--- config.mk ---
export PLATFORM = sky130hd
export DESIGN_NAME = chardisp_ctrl
export DESIGN_NICKNAME = d
export VERILOG_FILES = /design/src/rtl/cdu_pkg.sv /design/src/rtl/cdu_decode.sv /design/src/rtl/cdu_addr_step.sv /design/src/rtl/chardisp_ctrl.sv
export SDC_FILE = /design/constraint.sdc
export NUM_CORES = 1
export LEC_CHECK = 0
export ABC_AREA = 1
export BUFFER_PORTS_ARGS = -buffer_cell sky130_fd_sc_hd__buf_4
export CORE_MARGIN = 4
export CORE_UTILIZATION = 54
export CTS_BUF_LIST = sky130_fd_sc_hd__clkbuf_2 sky130_fd_sc_hd__clkbuf_4 sky130_fd_sc_hd__clkbuf_8
export DETAILED_ROUTE_END_ITERATION = 8
export PLACE_DENSITY = 0.79
export SKIP_LAST_GASP = 1
export SLEW_MARGIN = 10
export SYNTH_ARGS = -nofsm -noshare
export SYNTH_HDL_FRONTEND = slang
export SYNTH_HIERARCHICAL = 1
export SYNTH_SLANG_ARGS = --single-unit
export TNS_END_PERCENT = 5
--- constraint.sdc ---
create_clock -name clk -period 3 [get_ports clk]
set_clock_uncertainty 0.2 [all_clocks]
set_input_delay 0.75 -clock clk [delete_from_list [all_inputs] [get_ports clk]]
set_output_delay 0.75 -clock clk [all_outputs]
set_load 0.1 [all_outputs]
--- src/rtl/cdu_pkg.sv ---
package cdu_pkg;

    typedef enum logic [1:0] {
        TGT_DD   = 2'd0,
        TGT_CG   = 2'd1,
        TGT_ICON = 2'd2
    } tgt_e;

    typedef enum logic [3:0] {
        OP_NONE, OP_CLEAR, OP_HOME, OP_ENTRY, OP_DISP, OP_SHIFT, OP_FUNC,
        OP_CGADDR, OP_DDADDR, OP_OSC, OP_ICONADDR, OP_PWR, OP_FOLLOW, OP_CONTRAST
    } op_e;

    typedef enum logic [1:0] {
        ST_IDLE  = 2'd0,
        ST_EXEC  = 2'd1,
        ST_CLEAR = 2'd2
    } st_e;

    localparam logic [6:0] LINE1_LAST = 7'h27;
    localparam logic [6:0] LINE2_FIRST = 7'h40;
    localparam logic [6:0] LINE2_LAST = 7'h67;
    localparam logic [6:0] SINGLE_LAST = 7'h4F;
    localparam logic [7:0] BLANK_CODE = 8'h20;

    function automatic logic [6:0] ofs_step(input logic [6:0] ofs, input logic left,
                                            input logic [6:0] len);
        if (left)
            return (ofs == len - 7'd1) ? 7'd0 : ofs + 7'd1;
        else
            return (ofs == 7'd0) ? len - 7'd1 : ofs - 7'd1;
    endfunction

endpackage

--- src/rtl/cdu_decode.sv ---
module cdu_decode
    import cdu_pkg::*;
(
    input  logic [7:0] code,
    input  logic       ext_sel,
    output op_e        op
);
    always_comb begin
        if (code[7])
            op = OP_DDADDR;
        else if (code[6]) begin
            if (!ext_sel)
                op = OP_CGADDR;
            else begin
                unique case (code[5:4])
                    2'b00:   op = OP_ICONADDR;
                    2'b01:   op = OP_PWR;
                    2'b10:   op = OP_FOLLOW;
                    default: op = OP_CONTRAST;
                endcase
            end
        end
        else if (code[5])
            op = OP_FUNC;
        else if (code[4])
            op = ext_sel ? OP_OSC : OP_SHIFT;
        else if (code[3])
            op = OP_DISP;
        else if (code[2])
            op = OP_ENTRY;
        else if (code[1])
            op = OP_HOME;
        else if (code[0])
            op = OP_CLEAR;
        else
            op = OP_NONE;
    end
endmodule

--- src/rtl/cdu_addr_step.sv ---
module cdu_addr_step
    import cdu_pkg::*;
(
    input  logic [6:0] cur,
    input  tgt_e       tgt,
    input  logic       up,
    input  logic       dual,
    input  logic       tall,
    output logic [6:0] nxt
);
    logic [6:0] wrap_last;

    always_comb begin
        wrap_last = tall ? LINE1_LAST : SINGLE_LAST;
        unique case (tgt)
            TGT_CG:   nxt = {1'b0, up ? cur[5:0] + 6'd1 : cur[5:0] - 6'd1};
            TGT_ICON: nxt = {3'b000, up ? cur[3:0] + 4'd1 : cur[3:0] - 4'd1};
            default: begin
                if (dual) begin
                    if (up)
                        nxt = (cur == LINE1_LAST) ? LINE2_FIRST :
                              (cur == LINE2_LAST) ? 7'd0 : cur + 7'd1;
                    else
                        nxt = (cur == 7'd0) ? LINE2_LAST :
                              (cur == LINE2_FIRST) ? LINE1_LAST : cur - 7'd1;
                end else begin
                    if (up)
                        nxt = (cur == wrap_last) ? 7'd0 : cur + 7'd1;
                    else
                        nxt = (cur == 7'd0) ? wrap_last : cur - 7'd1;
                end
            end
        endcase
    end
endmodule

--- src/rtl/chardisp_ctrl.sv ---
module chardisp_ctrl
    import cdu_pkg::*;
#(
    parameter int CMD_CYCLES   = 4,
    parameter int CLEAR_CYCLES = 140
) (
    input  logic       clk,
    input  logic       rst_n,
    input  logic       wr_valid,
    input  logic       wr_rs,
    input  logic [7:0] wr_data,
    output logic       busy,
    output logic       overrun,
    output logic       ram_we,
    output logic [1:0] ram_tgt,
    output logic [6:0] ram_addr,
    output logic [7:0] ram_wdata,
    output logic [6:0] addr_cnt,
    output logic [6:0] shift_ofs,
    output logic       entry_inc,
    output logic       entry_shift,
    output logic       disp_on,
    output logic       cursor_on,
    output logic       blink_on,
    output logic       two_line,
    output logic       dbl_height,
    output logic       ext_table,
    output logic       bus8,
    output logic       bias_sel,
    output logic [2:0] osc_adj,
    output logic       icon_on,
    output logic       booster_on,
    output logic       follower_on,
    output logic [2:0] amp_ratio,
    output logic [5:0] contrast
);
    localparam int SWEEP_LEN = 128;
    localparam int CNT_W = $clog2(CLEAR_CYCLES + 1);
    localparam logic [CNT_W-1:0] CMD_LOAD = CNT_W'(CMD_CYCLES - 1);
    localparam logic [CNT_W-1:0] TAIL_LOAD = CNT_W'(CLEAR_CYCLES - SWEEP_LEN - 1);
    localparam logic [6:0] SWEEP_LAST = 7'(SWEEP_LEN - 1);

    st_e             state_q, state_d;
    logic [CNT_W-1:0] cnt_q, cnt_d;
    tgt_e            tgt_q;
    op_e             op;
    logic            accept;
    logic [6:0]      step_nxt;
    logic            step_up;
    logic [6:0]      line_len;

    assign accept   = wr_valid && (state_q == ST_IDLE);
    assign busy     = (state_q != ST_IDLE);
    assign line_len = (two_line || dbl_height) ? 7'd40 : 7'd80;
    assign step_up  = wr_rs ? entry_inc : wr_data[2];

    cdu_decode u_dec (
        .code    (wr_data),
        .ext_sel (ext_table),
        .op      (op)
    );

    cdu_addr_step u_step (
        .cur  (addr_cnt),
        .tgt  (tgt_q),
        .up   (step_up),
        .dual (two_line),
        .tall (dbl_height),
        .nxt  (step_nxt)
    );

    // next state
    always_comb begin
        state_d = state_q;
        cnt_d   = cnt_q;
        unique case (state_q)
            ST_IDLE: begin
                if (accept) begin
                    if (!wr_rs && op == OP_CLEAR)
                        state_d = ST_CLEAR;
                    else begin
                        state_d = ST_EXEC;
                        cnt_d   = CMD_LOAD;
                    end
                end
            end
            ST_CLEAR: begin
                if (ram_addr == SWEEP_LAST) begin
                    state_d = ST_EXEC;
                    cnt_d   = TAIL_LOAD;
                end
            end
            ST_EXEC: begin
                if (cnt_q == '0)
                    state_d = ST_IDLE;
                else
                    cnt_d = cnt_q - 1'b1;
            end
            default: state_d = ST_IDLE;
        endcase
    end

    // state register
    always_ff @(posedge clk) begin
        if (!rst_n) begin
            state_q <= ST_IDLE;
            cnt_q   <= '0;
        end else begin
            state_q <= state_d;
            cnt_q   <= cnt_d;
        end
    end

    // datapath and outputs
    always_ff @(posedge clk) begin
        if (!rst_n) begin
            overrun     <= 1'b0;
            ram_we      <= 1'b0;
            ram_tgt     <= TGT_DD;
            ram_addr    <= '0;
            ram_wdata   <= '0;
            addr_cnt    <= '0;
            shift_ofs   <= '0;
            tgt_q       <= TGT_DD;
            entry_inc   <= 1'b1;
            entry_shift <= 1'b0;
            disp_on     <= 1'b0;
            cursor_on   <= 1'b0;
            blink_on    <= 1'b0;
            two_line    <= 1'b0;
            dbl_height  <= 1'b0;
            ext_table   <= 1'b0;
            bus8        <= 1'b1;
            bias_sel    <= 1'b0;
            osc_adj     <= '0;
            icon_on     <= 1'b0;
            booster_on  <= 1'b0;
            follower_on <= 1'b0;
            amp_ratio   <= '0;
            contrast    <= '0;
        end else begin
            overrun <= wr_valid && (state_q != ST_IDLE);
            ram_we  <= 1'b0;
            if (state_q == ST_CLEAR && ram_addr != SWEEP_LAST) begin
                ram_we    <= 1'b1;
                ram_addr  <= ram_addr + 7'd1;
                ram_wdata <= BLANK_CODE;
                ram_tgt   <= TGT_DD;
            end
            if (accept) begin
                if (wr_rs) begin
                    ram_we    <= 1'b1;
                    ram_tgt   <= tgt_q;
                    ram_addr  <= addr_cnt;
                    ram_wdata <= wr_data;
                    addr_cnt  <= step_nxt;
                    if (tgt_q == TGT_DD && entry_shift)
                        shift_ofs <= ofs_step(shift_ofs, entry_inc, line_len);
                end else begin
                    unique case (op)
                        OP_CLEAR: begin
                            addr_cnt  <= '0;
                            shift_ofs <= '0;
                            entry_inc <= 1'b1;
                            tgt_q     <= TGT_DD;
                            ram_we    <= 1'b1;
                            ram_tgt   <= TGT_DD;
                            ram_addr  <= '0;
                            ram_wdata <= BLANK_CODE;
                        end
                        OP_HOME: begin
                            addr_cnt  <= '0;
                            shift_ofs <= '0;
                            tgt_q     <= TGT_DD;
                        end
                        OP_ENTRY: begin
                            entry_inc   <= wr_data[1];
                            entry_shift <= wr_data[0];
                        end
                        OP_DISP: begin
                            disp_on   <= wr_data[2];
                            cursor_on <= wr_data[1];
                            blink_on  <= wr_data[0];
                        end
                        OP_SHIFT: begin
                            if (wr_data[3])
                                shift_ofs <= ofs_step(shift_ofs, !wr_data[2], line_len);
                            else
                                addr_cnt <= step_nxt;
                        end
                        OP_FUNC: begin
                            bus8      <= wr_data[4];
                            ext_table <= wr_data[0];
                            if (!(wr_data[3] && wr_data[2])) begin
                                two_line   <= wr_data[3];
                                dbl_height <= wr_data[2];
                                if (wr_data[3] != two_line || wr_data[2] != dbl_height)
                                    shift_ofs <= '0;
                            end
                        end
                        OP_CGADDR: begin
                            addr_cnt <= {1'b0, wr_data[5:0]};
                            tgt_q    <= TGT_CG;
                        end
                        OP_DDADDR: begin
                            addr_cnt <= wr_data[6:0];
                            tgt_q    <= TGT_DD;
                        end
                        OP_ICONADDR: begin
                            addr_cnt <= {3'b000, wr_data[3:0]};
                            tgt_q    <= TGT_ICON;
                        end
                        OP_OSC: begin
                            bias_sel <= wr_data[3];
                            osc_adj  <= wr_data[2:0];
                        end
                        OP_PWR: begin
                            icon_on       <= wr_data[3];
                            booster_on    <= wr_data[2];
                            contrast[5:4] <= wr_data[1:0];
                        end
                        OP_FOLLOW: begin
                            follower_on <= wr_data[3];
                            amp_ratio   <= wr_data[2:0];
                        end
                        OP_CONTRAST: contrast[3:0] <= wr_data[3:0];
                        default: ;
                    endcase
                end
            end
        end
    end

    function automatic logic in_map(input logic [6:0] a, input logic dual, input logic tall);
        if (dual)
            return (a <= LINE1_LAST) || (a >= LINE2_FIRST && a <= LINE2_LAST);
        else if (tall)
            return a <= LINE1_LAST;
        else
            return a <= SINGLE_LAST;
    endfunction


    clear_blank_chk: assert property (@(posedge clk) disable iff (!rst_n)
        (state_q == ST_CLEAR) |-> (ram_we && ram_wdata == BLANK_CODE && ram_tgt == TGT_DD));


    busy_hold_chk: assert property (@(posedge clk) disable iff (!rst_n)
        busy |=> ($stable(addr_cnt) && $stable(shift_ofs)));


    map_stay_chk: assert property (@(posedge clk) disable iff (!rst_n)
        (ram_we && ram_tgt == TGT_DD && state_q != ST_CLEAR &&
         in_map(ram_addr, two_line, dbl_height)) |-> in_map(addr_cnt, two_line, dbl_height));


    pattern_noshift_chk: assert property (@(posedge clk) disable iff (!rst_n)
        (ram_we && ram_tgt != TGT_DD) |-> (shift_ofs == $past(shift_ofs)));


    ofs_bound_chk: assert property (@(posedge clk) disable iff (!rst_n)
        shift_ofs < line_len);


    no_forbidden_font_chk: assert property (@(posedge clk) disable iff (!rst_n)
        !(two_line && dbl_height));

endmodule

==> results of run 1 <==
==> final cells by class <==
| class | instances | area, µm² |
|---|---|---|
| well taps | 108 | 135 |
| fillers | 795 | 3080 |
| inverters | 102 | 385 |
| multi-input cells | 585 | 3000 |
| clock buffers | 10 | 138 |
| repair buffers | 83 | 623 |
| clock inverters | 6 | 43.8 |
| flip-flops and latches | 70 | 1400 |
==> report_power, final <==
part | internal, mW | switching (mW)
Sequential | 1.04 | 0.143
Combinational | 0.631 | 1.63
Clock | 0.328 | 0.389
Total | 2.00 | 2.16
==> synthesized netlist by cell type (all sizes together) <==
library cell  number
nand4             16
o211ai             3
xor2              10
ha                19
nand3b             2
a21oi             69
o21bai             3
dfxtp             70
nand2            225
fa                 1
o31ai              1
a31oi              3
o22ai              2
o21ai             67
or2                2
xnor2              5
and2               1
clkbuf             7
nor2              89
inv              102
buf               14
nor3               5
nand3             62
==> how the worst max path moves through the flow <==
stage                     startpoint     endpoint  slack, ns  cells after the start
after global placement         wr_rs  addr_cnt[4]       0.22                     14
after detailed placement  wr_data[2]  addr_cnt[4]       0.11                     15
final                     wr_data[2]  addr_cnt[4]       0.44                     15
after global routing      wr_data[2]  addr_cnt[4]       0.17                     15
after floorplan                wr_rs  addr_cnt[3]       0.03                     14
after CTS                 wr_data[2]  addr_cnt[4]       0.47                     15
==> critical path: stages <==
cell	delay (ns)
buf_4	0.14
inv_2	0.04
o21ai_1	0.16
inv_1	0.14
ha_1	0.39
nand2_1	0.09
o21ai_0	0.23
xnor2_1	0.09
o21ai_0	0.23
nand2_1	0.08
nand2_1	0.07
nand2_1	0.05
nand2_1	0.06
nor2_1	0.03
nor2_1	0.09
==> metrics by stage <==
step	setup slack, ns	util [%]	instances	total power, mW
detailed placement	0.108	63.0	948	3.43
global placement	0.219	63.0	948	3.40
global route	0.174	65.1	964	4.46
finish	0.440	65.1	964	4.16
floorplan	0.0277	-	778	2.97
CTS	0.466	65.1	964	4.15
==> cell families after synthesis <==
| family | count (synthesis) | synth area share, % |
|---|---|---|
| adder cells (fa/ha/maj) | 20 | 5.23 |
| buffers and inverters | 123 | 10.6 |
| AND/OR/NAND/NOR | 402 | 36.8 |
| AO/OA/AOI/OAI | 148 | 16.3 |
| flip-flops | 70 | 28.4 |
| XOR/XNOR | 15 | 2.67 |
==> routing by layer <==
layer	up-vias	global-route usage, %
met4	0	6.84
met1	2390	34.4
met5	-	0
met3	21	4.91
met2	186	41.1
li1	2653	-
==> sequential cells by signal, indices dropped and copies added (netlist names), 2 cells and up <==
name,flops
amp_ratio,3
ram_addr,7
addr_cnt,7
ram_tgt,2
tgt_q,2
contrast,6
cnt_q,8
state_q,2
ram_wdata,8
osc_adj,3
shift_ofs,7
==> results.toml, run 1 <==
[status]
outcome = "finished, final reports clean"

[clocking]
cts_buffers = 9
cts_max_level = 3
postCtsResizedCells = 0
post_cts_buffers = 0
insertion_delay_ns = 0.36
hold_buffers = 0
path_clk_slew_ns = 0.08
cts_tree = "built"
ctsRootBufferMaster = "clkbuf_8"
clockBufferDepth = 2
cts.sinks = 70

[critical_path]
cp-start-kind = "input pin"
r2r_cells = 11
rrSetupSlack_ns = 0.54
crit_required_ns = 3.09
cp_max_fo = 6
worst-setup-path-type = "in -> reg"
r2r-start = "addr_cnt[1]"
arrival_ns = 2.65
r2r-end = "addr_cnt[4]"
end_kind = "register"

[grt]
grt_overflow = 0
antenna_found_initial = 0
grt_pass1_wl_um = 22900
track_usage_pct = 25.3
grt_start_max_net_pins = 41
first_global_vias = 4853

[route]
drt-total-wl_um = 13800
dr.pass1.iters = 5
via_per_inst = 5.45
wl_met3_um = 973
drt-met1-wl_um = 6300
vias = 5250
drcViolationCount = 0
wl_per_cell_um = 14.3
drt_iter0_drc = 371
postRouteAntennaNets = 0
top_layer = "met4"
met2_length_um = 6380

[timing]
fin_crit_ns = 2.56
finalHoldViolCount = 0
tns_ns = 0
finalCritPeriodShare_pct = 85.3
whs_ns = 0.259
rsz0062_at_grt = "no"
worst_pin_slew_ns = 0.597
report.final.slew_viol_count = 0
fmax_mhz = 391
setup_violations = 0
relSlewSlack_pct = 59.8

[layout]
antenna_cells = 0
drive_above_1_share_pct = 17.9
nets = 883
layout_commonest_cell = "nand2_1"
final_cell_mix = "nand2_1, inv_1, buf_4"
area_growth_pct = 16.3
fin_area_um2 = 5730

[synthesis]
ys_seq_elements = 70
synth_largest_area_cell = "dfxtp_1"
syn-cell-area_um2 = 4930
synth_cells = 778
avgSynthCellArea_um2 = 6.33
yosysTopAreaCellShare_pct = 28.4
yosysWarnings = 6
ys_seq_area_share_pct = 28.4
ys_top_cells_by_area = "dfxtp_1, nand2_1, inv_1"
syn_nets = 810
synth.distinct_cells = 42

[hold_path]
hold_path.startpoint = "contrast[0]"
hold_depth = 2
hold_end = "contrast[0]"
min_path_type = "reg -> reg"

[place]
placed_cell_area_um2 = 5550
gp_congestion = 0.937
dp_hpwl_um = 10400
port_buffers = 70

[die]
core.rowCount = 34
initial_core_util_pct = 56.0
core_um2 = 8810
dieArea_um2 = 10700
die_y_um = 104
io_pins = 71
die_w_um = 104

[pwr]
ir_drop_mv = 0.413
p_per_area_nw_per_um2 = 726
total_leakage_power_nw = 2.72

[job]
maxCapViolations = 0
No activity file was read; power rests on OpenSTA's default activity.
==> inputs of run 2 (changes only) <==
Settings changed: ABC_AREA 1 to not set, CTS_CLUSTER_SIZE set to 16.
==> run 2 against run 1 <==
Against the previous run:
- clock power rose by 48%
- via count fell by 7.0%
- sequential power fell by 12%
- sequential share of layout area fell by 0.55 points
- combinational power fell by 57%
- worst setup slack got worse by 0.16 ns
- highest routed layer unchanged
- non-clock buffer count rose by 39
==> results.toml, run 2 <==
[status]
outcome = "finished, final reports clean"

[die]
core_um2 = 8300
io_pins = 71
initial_core_util_pct = 56.3
dieArea_um2 = 10200
die_y_um = 101
die_w_um = 101
core.rowCount = 33

[synthesis]
avgSynthCellArea_um2 = 8.00
synth-xor-area-share_pct = 3.56
yosysWarnings = 6
ys_seq_area_share_pct = 30.0
ys_top_cells_by_area = "dfxtp_1, mux2i_1, ha_1"
synth_cells = 584
synth_top_family_by_area = "simple AND/OR/NAND/NOR gates"
async_flop_share_pct = 0
syn-cell-area_um2 = 4670
synth_largest_area_cell = "dfxtp_1"
synthMostInstantiatedCell = "dfxtp_1"
synth_commonest_cells = "dfxtp_1, nor2_1, nand2_1"
ys_seq_elements = 70
synth_compound_area_share_pct = 24.4
syn_nets = 616
synth_mux_area_share_pct = 5.60
synth.distinct_cells = 85
yosys.area_share.simple_pct = 25.4
yosysTopAreaCellShare_pct = 30.0
synth-adder-area-share_pct = 5.52
synthFlopType = "dfxtp_1"
synth-edff-count = 0

[grt]
grt_start_max_net_pins = 54
track_usage_pct = 28.0
grt_overflow = 0
grt_pass1_wl_um = 23200
first_global_vias = 4673
antenna_found_initial = 0

[critical_path]
slowest_delay_ns = 0.47
crit_family = "compound AO/OA/AOI/OAI gates"
end_kind = "register"
path_buf_inv = 6
crit_required_ns = 3.01
cpMostUsedCell = "buf_4"
worst-setup-path-type = "in -> reg"
path_cells = "buf_4 > buf_4 > inv_1 > o21a_1 > a221oi_2 > buf_4 > buf_4 > o21ai_1 > buf_4 > a31o_2 > a21oi_1 > a211oi_1"
cp-start-kind = "input pin"
rrSetupSlack_ns = 0.33
cp_max_fo = 6
arrival_ns = 2.74
worst_path_max_delay_cell = "a221oi_2"

[clocking]
cts_buffers = 9
hold_buffers = 0
cts.sinks = 70
ctsRootBufferMaster = "clkbuf_8"
path_clk_slew_ns = 0.08
post_cts_buffers = 0
clockBufferDepth = 2
insertion_delay_ns = 0.35
postCtsResizedCells = 0
cts_max_level = 3
cts_tree = "built"

[route]
drcViolationCount = 0
vias = 4882
dr.pass1.iters = 5
wl_per_cell_um = 17.6
drt-total-wl_um = 13900
postRouteAntennaNets = 0
via_per_inst = 6.16
drt_iter0_drc = 297

[place]
dp_hpwl_um = 10100
port_buffers = 70
place_ws_ns = -0.126
dp_cells = 776
gp_congestion = 0.989

[timing]
worst_pin_slew_ns = 0.616
rsz0062_at_grt = "no"
relSlewSlack_pct = 58.8
tns_ns = 0
report.final.slew_viol_count = 0
finalCritPeriodShare_pct = 90.8
fmax_mhz = 367
setup_violations = 0
fin_ws_ns = 0.276
finalHoldViolCount = 0
fin_crit_ns = 2.72

[layout]
layout_commonest_cell = "buf_4"
area_growth_pct = 25.7
drive_above_1_share_pct = 24.7
nets = 714
final_cell_mix = "buf_4, dfxtp_1, nor2_1"
antenna_cells = 0
stdcell_count = 792
top_regs = "cnt_q (8), ram_wdata (8)"

[hold_path]
min_path_type = "reg -> reg"

[job]
maxCapViolations = 0

[pwr]
total_leakage_power_nw = 2.52
p_per_area_nw_per_um2 = 522
ir_drop_mv = 0.456
[run 2: changes by cell type after synthesis, moves of 9 or more]
cell / change
nand2_1: -168
inv_1: -67
a21oi_1: -34
nand3_1: -34
mux2i_1: +25
o21ai_0: -21
nand2_2: -15
nor2_1: -15
clkbuf_1: +13
a22oi_1: +12
a31oi_1: +12
nor2_4: -10
nor3_1: +9
[run 2: tightest hold or removal path, cell delays in order (launching register included)]
cell and delay, ns:
dfxtp_1 0.32, nand2_1 0.06, a21oi_1 0.06
[run 2: worst paths after layout]
path | start | to | depth (start not counted)
worst min register to register | disp_on | disp_on | 2
worst max-delay path | wr_data[4] | addr_cnt[0] | 12
worst max register to register | addr_cnt[1] | addr_cnt[6] | 10
worst min-delay path | disp_on | disp_on | 2
[run 2: kinds of logic after synthesis]
logic type / count (synthesis)
compound gates: 167
xor+xnor: 19
fa+ha+maj: 20
buf+inv: 61
flops: 70
mux: 26
simple gates: 221
[run 2: layout make-up]
cell class | count | area (µm²)
multi-input cells | 453 | 3040
well taps | 105 | 131
clock buffers | 11 | 151
clock inverters | 5 | 129
fillers | 677 | 2430
repair buffers | 122 | 916
inverters | 26 | 100
flip-flops and latches | 70 | 1400
[run 2: power by group]
part	total (mW)	internal [mW]	switching (mW)
logic	0.963	0.342	0.622
registers	1.04	0.970	0.0680
clock network	1.06	0.684	0.380
[run 2: layer usage]
layer,GRT usage (%),vias up,share of wire (%)
met2,47.3,174,47
met1,36.3,2330,44
met5,0,-,0
met3,5.74,21,7.1
li1,-,2357,-
met4,7.77,0,1.5
[run 2: per-stage QoR]
stage / power [mW] / utilization, % / hold WS (ns) / instance area, µm²
floorplan: 1.73 / - / 0.253 / 4700
global placement: 1.98 / 67.3 / 0.248 / 5590
detailed placement: 2.00 / 67.3 / 0.258 / 5590
CTS: 3.06 / 70.7 / 0.271 / 5870
global route: 3.21 / 70.8 / 0.289 / 5870
finish: 3.06 / 70.8 / 0.275 / 5870
